## src/rtl/lau_pkg.sv

```systemverilog
package lau_pkg;

  localparam int unsigned LAU_DATA_W = 32;
  localparam int unsigned LAU_LANES  = LAU_DATA_W / 8;
  localparam int unsigned LAU_OFF_W  = $clog2(LAU_LANES);

  typedef enum logic [1:0] {
    SZ_BYTE = 2'b00,
    SZ_HALF = 2'b01,
    SZ_WORD = 2'b10,
    SZ_WALT = 2'b11
  } lau_size_e;

  typedef struct packed {
    logic                 valid;
    lau_size_e            size;
    logic                 sext;
    logic [LAU_OFF_W-1:0] off;
    logic                 misal;
  } lau_ctrl_t;

endpackage

```

## src/rtl/lau_req_stage.sv

```systemverilog
module lau_req_stage
  import lau_pkg::*;
#(
  parameter int unsigned ADDR_W = 32
) (
  input  logic              clk,
  input  logic              rst,
  input  logic              req_valid,
  input  logic [ADDR_W-1:0] req_addr,
  input  logic [1:0]        req_size,
  input  logic              req_signed,
  output logic              mem_rd_en,
  output logic [ADDR_W-1:0] mem_addr,
  output lau_ctrl_t         stg_o
);

  lau_size_e            sz;
  logic [LAU_OFF_W-1:0] off;
  logic                 misal;

  assign sz  = lau_size_e'(req_size);
  assign off = req_addr[LAU_OFF_W-1:0];

  always_comb begin
    unique case (sz)
      SZ_BYTE: misal = 1'b0;
      SZ_HALF: misal = off[0];
      default: misal = |off;
    endcase
  end

  assign mem_rd_en = req_valid;
  assign mem_addr  = {req_addr[ADDR_W-1:LAU_OFF_W], {LAU_OFF_W{1'b0}}};

  always_ff @(posedge clk) begin
    if (rst) begin
      stg_o <= '0;
    end else begin
      stg_o.valid <= req_valid;
      stg_o.size  <= sz;
      stg_o.sext  <= req_signed;
      stg_o.off   <= off;
      stg_o.misal <= req_valid & misal;
    end
  end

  // flag outcome of a misaligned word request
  a_r9_word_flag: assert property (@(posedge clk) disable iff (rst)
    (req_valid && req_size == 2'b10 && req_addr[1:0] != 2'b00) |=> stg_o.misal);

  // byte requests never flagged
  a_r9_byte_clear: assert property (@(posedge clk) disable iff (rst)
    (req_valid && req_size == 2'b00) |=> !stg_o.misal);

endmodule

```

## src/rtl/lau_lane_align.sv

```systemverilog
module lau_lane_align
  import lau_pkg::*;
(
  input  logic [LAU_DATA_W-1:0] word_i,
  input  logic [LAU_OFF_W-1:0]  off_i,
  output logic [LAU_DATA_W-1:0] rot_o,
  output logic [15:0]           half_o
);

  logic [2*LAU_DATA_W-1:0] dbl;
  logic [15:0]             half_base;

  assign dbl   = {word_i, word_i} >> (8 * off_i);
  assign rot_o = dbl[LAU_DATA_W-1:0];

  assign half_base = off_i[1] ? word_i[31:16] : word_i[15:0];
  assign half_o    = off_i[0] ? {half_base[7:0], half_base[15:8]} : half_base;

endmodule

```

## src/rtl/lau_extend.sv

```systemverilog
module lau_extend
  import lau_pkg::*;
(
  input  lau_size_e             size_i,
  input  logic                  sext_i,
  input  logic [LAU_DATA_W-1:0] rot_i,
  input  logic [15:0]           half_i,
  output logic [LAU_DATA_W-1:0] data_o
);

  logic bfill;
  logic hfill;

  assign bfill = sext_i & rot_i[7];
  assign hfill = sext_i & half_i[15];

  always_comb begin
    unique case (size_i)
      SZ_BYTE: data_o = {{(LAU_DATA_W-8){bfill}}, rot_i[7:0]};
      SZ_HALF: data_o = {{(LAU_DATA_W-16){hfill}}, half_i};
      default: data_o = rot_i;
    endcase
  end

endmodule

```

## src/rtl/load_align_unit.sv

```systemverilog
module load_align_unit
  import lau_pkg::*;
#(
  parameter int unsigned ADDR_W = 32
) (
  input  logic              clk,
  input  logic              rst,
  input  logic              req_valid,
  input  logic [ADDR_W-1:0] req_addr,
  input  logic [1:0]        req_size,
  input  logic              req_signed,
  output logic              mem_rd_en,
  output logic [ADDR_W-1:0] mem_addr,
  input  logic [31:0]       mem_rdata,
  output logic              rsp_valid,
  output logic [31:0]       rsp_data,
  output logic              rsp_misaligned
);

  lau_ctrl_t             stg;
  logic [LAU_DATA_W-1:0] rot;
  logic [15:0]           half;
  logic [LAU_DATA_W-1:0] shaped;

  lau_req_stage #(.ADDR_W(ADDR_W)) u_req (
    .clk        (clk),
    .rst        (rst),
    .req_valid  (req_valid),
    .req_addr   (req_addr),
    .req_size   (req_size),
    .req_signed (req_signed),
    .mem_rd_en  (mem_rd_en),
    .mem_addr   (mem_addr),
    .stg_o      (stg)
  );

  lau_lane_align u_align (
    .word_i (mem_rdata),
    .off_i  (stg.off),
    .rot_o  (rot),
    .half_o (half)
  );

  lau_extend u_ext (
    .size_i (stg.size),
    .sext_i (stg.sext),
    .rot_i  (rot),
    .half_i (half),
    .data_o (shaped)
  );

  always_ff @(posedge clk) begin
    if (rst) begin
      rsp_valid      <= 1'b0;
      rsp_data       <= '0;
      rsp_misaligned <= 1'b0;
    end else begin
      rsp_valid      <= stg.valid;
      rsp_data       <= stg.valid ? shaped : '0;
      rsp_misaligned <= stg.valid & stg.misal;
    end
  end

  // strobe follows the data stage
  a_r2_valid_follows: assert property (@(posedge clk) disable iff (rst)
    stg.valid |=> rsp_valid);

  a_r2_idle_follows: assert property (@(posedge clk) disable iff (rst)
    !stg.valid |=> !rsp_valid);

  // unsigned byte upper bits cleared
  a_r3_zero_fill: assert property (@(posedge clk) disable iff (rst)
    (stg.valid && stg.size == SZ_BYTE && !stg.sext) |=> (rsp_data[31:8] == 24'h0));

  // unsigned halfword upper bits cleared
  a_r4_half_zero: assert property (@(posedge clk) disable iff (rst)
    (stg.valid && stg.size == SZ_HALF && !stg.sext) |=> (rsp_data[31:16] == 16'h0));

  // signed byte replicates bit 7
  a_r5_sign_fill: assert property (@(posedge clk) disable iff (rst)
    (stg.valid && stg.size == SZ_BYTE && stg.sext) |=> (rsp_data[31:8] == {24{rsp_data[7]}}));

endmodule

```

## config.mk

```make
export PLATFORM = sky130hd
export DESIGN_NAME = load_align_unit
export DESIGN_NICKNAME = d
export VERILOG_FILES = /design/src/rtl/lau_pkg.sv /design/src/rtl/lau_req_stage.sv /design/src/rtl/lau_lane_align.sv /design/src/rtl/lau_extend.sv /design/src/rtl/load_align_unit.sv
export SDC_FILE = /design/constraint.sdc
export NUM_CORES = 1
export LEC_CHECK = 0
export ABC_AREA = 1
export BUFFER_PORTS_ARGS = -buffer_cell sky130_fd_sc_hd__buf_2
export CORE_AREA = 2 2 78 80
export CTS_CLUSTER_DIAMETER = 50
export DETAILED_ROUTE_END_ITERATION = 8
export DIE_AREA = 0 0 80 82
export PLACE_DENSITY = 0.82
export SETUP_SLACK_MARGIN = 0.05
export SYNTH_ARGS = -nofsm -noshare
export SYNTH_HDL_FRONTEND = slang
export SYNTH_SLANG_ARGS = --single-unit
```

## constraint.sdc

```tcl
create_clock -name clk -period 3.1 [get_ports clk]
set_input_delay 0.155 -clock clk [delete_from_list [all_inputs] [get_ports clk]]
set_output_delay 0.155 -clock clk [all_outputs]
set_load 0.005 [all_outputs]
```

==> impl_metrics.sql <==
INSERT INTO impl_metrics (metric_group, metric, value, unit) VALUES
('outcome', 'run_status', 'finished, final reports clean', ''),
('timing', 'worst-slew-pin-transition', '0.710', 'ns'),
('detailed_routing', 'first_iter_violations', '270', ''),
('critical_path', 'critPathArrivalTime', '2.12', 'ns'),
('global_routing', 'grt_start_max_net_pins', '49', ''),
('timing', 'fin_skew', '0.0110', 'ns'),
('yosys', 'synth_cell_types', '21', ''),
('power', 'power.clock.fraction', '0.363', ''),
('cts', 'cts_made_buffers', '5', ''),
('global_routing', 'grt_pass1_wl', '11600', 'um'),
('cts', 'clock_tree.buffer_depth', '2', ''),
('yosys', 'netlist_top_cells_area', 'sky130_fd_sc_hd__dfxtp_1, sky130_fd_sc_hd__nand3_1, sky130_fd_sc_hd__nand2_1, sky130_fd_sc_hd__buf_4, sky130_fd_sc_hd__inv_1', ''),
('critical_path', 'required', '3.35', 'ns'),
('critical_path', 'critPathKind', 'register to register', ''),
('cts', 'clkLatencyLatePin', '0.30', 'ns'),
('finish', 'synthToLayoutAreaGrowth', '7.25', '%'),
('yosys', 'synth-warning-count', '0', ''),
('critical_path', 'critPathSlowestCell', 'sky130_fd_sc_hd__inv_1', ''),
('finish', 'layout.nets', '525', ''),
('placed_design', 'place.gp.congestion', '0.914', ''),
('yosys', 'syn_area', '2740', 'um^2'),
('cts', 'post-cts-setup-buffer-count', '0', ''),
('detailed_routing', 'avgViaCountPerCell', '5.14', ''),
('detailed_routing', 'antenna_left', '0', ''),
('power', 'power_switching', '352', 'uW'),
('detailed_routing', 'vias', '2727', ''),
('power', 'leakage', '1.71', 'nW'),
('timing', 'finalCriticalPeriod', '1.87', 'ns'),
('finish', 'antenna_cells', '0', ''),
('yosys', 'synth_area_per_cell', '6.40', 'um^2'),
('critical_path', 'biggest_fanout_along_the_worst_timing_path', '24', ''),
('cts', 'cts_resized', '0', ''),
('placed_design', 'numPortBuffers', '74', ''),
('floorplan', 'floorplan.io_pins', '137', ''),
('cts', 'cts_hold_repair.buffers', '0', ''),
('cts', 'clk_pin_slew', '0.09', 'ns'),
('global_routing', 'overflow', '0', ''),
('floorplan', 'floorplan.initialDensity', '0.478', ''),
('finish', 'post_route_cells_drive_above_1_share', '0.226', ''),
('finish', 'nFillCells', '608', ''),
('cts', 'library_cell_used_as_clock_root_buffer', 'sky130_fd_sc_hd__clkbuf_8', ''),
('yosys', 'synth_top_cell_area_share', '0.299', ''),
('critical_path', 'critical_path.cell_chain', 'inv_1 > nand2_1 > nand3_2 > nand3_2 > nand3_1 > nand2_1 > inv_1', ''),
('timing', 'grt_setup_unrepaired', 'no', ''),
('global_routing', 'antenna_violations_before_repair', '0', ''),
('power', 'worst_ir_drop_vdd', '0.198', 'mV'),
('detailed_routing', 'wl_per_cell', '13.4', 'um'),
('timing', 'total_of_endpoints_with_negative_setup_slack_in_the_final_report', '0', ''),
('yosys', 'netlist_instances', '429', ''),
('timing', 'clock.fmax', '0.536', 'GHz'),
('timing', 'final_min_period_over_clock_period', '0.602', ''),
('cts', 'htree_num_levels', '2', ''),
('power', 'netSwitchingFraction', '0.282', ''),
('timing', 'timing_hold_violations_final', '0', ''),
('yosys', 'ys_ff_latch', '41', ''),
('floorplan', 'die_area', '6560', 'um^2'),
('detailed_routing', 'detail_route.first_pass.iterations', '4', ''),
('critical_path', 'worstSetupEndpointType', 'register', ''),
('finish', 'utilization', '0.512', ''),
('floorplan', 'core.rowCount', '28', ''),
('cts', 'cts.sink_count', '41', ''),
('global_routing', 'grt_pass1_vias', '2468', ''),
('yosys', 'synth.largest_area_cell', 'sky130_fd_sc_hd__dfxtp_1', ''),
('finish', 'register_area', '821', 'um^2'),
('global_routing', 'gr-usage-all-layers', '0.224', ''),
('timing', 'totalNegativeSetupSlack', '0', 'ns'),
('power', 'comb_power_share', '0.194', ''),
('detailed_routing', 'routed_wl', '7120', 'um'),
('yosys', 'async_reset_ff_frac', '0', ''),
('critical_path', 'cpPeakStageDelay', '0.46', 'ns'),
('yosys', 'dominantRegCellSynth', 'sky130_fd_sc_hd__dfxtp_1', '');
## sequential cells by signal, indices dropped and copies added, names as in the netlist
register	flops
rsp_valid	1
u_req.stg_o	7
rsp_data	32
rsp_misaligned	1
## cell families (layout without fill, tap and decap cells)
family / Yosys count / count (layout) / share of synthesized area
and+or+nand+nor: 258 / 258 / 0.424
buffers and inverters: 106 / 132 / 0.218
DFF: 41 / 41 / 0.299
AOI/OAI and AO/OA: 23 / 23 / 0.0579
other: 1 / 2 / 0.00137
## power groups by stage
stage	combinational, mW	sequential, mW	clock, mW
2_1_floorplan	0.205	0.561	0
3_3_place_gp	0.233	0.563	0
3_5_place_dp	0.238	0.563	0
4_1_cts	0.240	0.551	0.460
5_1_grt	0.275	0.553	0.486
6_report	0.242	0.551	0.453
## layout make-up
cell class,count,area share
clock buffer,6,0.0281
clock inverter,2,0.0128
inverter,45,0.0574
multi-input combinational,283,0.452
sequential,41,0.279
tap,75,0.0319
timing repair buffer,79,0.139
## critical path, delay by kind of cell (launching register included)
family / cells / cell delay (ns)
simple gates: 5 / 0.99
buf+inv: 2 / 0.52
flops: 1 / 0.32
## placed cells by master (no fill, tap or decap)
| cell type | netlist | routed |
|---|---|---|
| sky130_fd_sc_hd__nor2_1 | 16 | 15 |
| sky130_fd_sc_hd__bufinv_16 | 0 | 1 |
| sky130_fd_sc_hd__conb_1 | 1 | 2 |
| sky130_fd_sc_hd__o21ai_2 | 7 | 7 |
| sky130_fd_sc_hd__nand3_4 | 1 | 1 |
| sky130_fd_sc_hd__o21a_1 | 7 | 7 |
| sky130_fd_sc_hd__nand2_2 | 1 | 1 |
| sky130_fd_sc_hd__nand2_1 | 122 | 122 |
| sky130_fd_sc_hd__inv_2 | 1 | 1 |
| sky130_fd_sc_hd__nor2_2 | 0 | 1 |
| sky130_fd_sc_hd__and3_1 | 1 | 1 |
| sky130_fd_sc_hd__clkinvlp_4 | 0 | 1 |
| sky130_fd_sc_hd__nor3b_2 | 1 | 1 |
| sky130_fd_sc_hd__inv_1 | 44 | 44 |
| sky130_fd_sc_hd__clkbuf_8 | 0 | 6 |
| sky130_fd_sc_hd__dfxtp_1 | 41 | 41 |
| sky130_fd_sc_hd__nand3_2 | 3 | 3 |
| sky130_fd_sc_hd__o21ai_0 | 1 | 1 |
| sky130_fd_sc_hd__nor2_4 | 1 | 1 |
| sky130_fd_sc_hd__a21oi_1 | 8 | 8 |
| sky130_fd_sc_hd__nand3_1 | 112 | 112 |
| sky130_fd_sc_hd__buf_2 | 13 | 74 |
| sky130_fd_sc_hd__buf_4 | 35 | 5 |
## stage by stage
stage	cell area [um^2]	std cells	worst slack [ns]
after detailed placement	2820	523	1.27
after CTS	2940	531	1.26
after floorplan	2750	430	1.94
final	2940	531	1.23
after global placement	2820	523	1.34
after global routing	2940	531	0.931
## metal layers
layer | global-route usage | wire length, um
met5 | 0 | 0
met4 | 0.102 | 237
met3 | 0.0363 | 550
met2 | 0.384 | 3440
met1 | 0.276 | 2890
## final timing paths
| kind | start | endpoint | slack [ns] | depth (start not counted) |
|---|---|---|---|---|
| max reg2reg | u_req.stg_o[1] | rsp_data[10] | 1.23 | 7 |
| min reg2reg | u_req.stg_o[0] | rsp_misaligned | 0.42 | 2 |
| min | req_addr[1] | u_req.stg_o[2] | 0.07 | 3 |
| max | u_req.stg_o[1] | rsp_data[10] | 1.23 | 7 |
(Power assumes the default switching activity.)
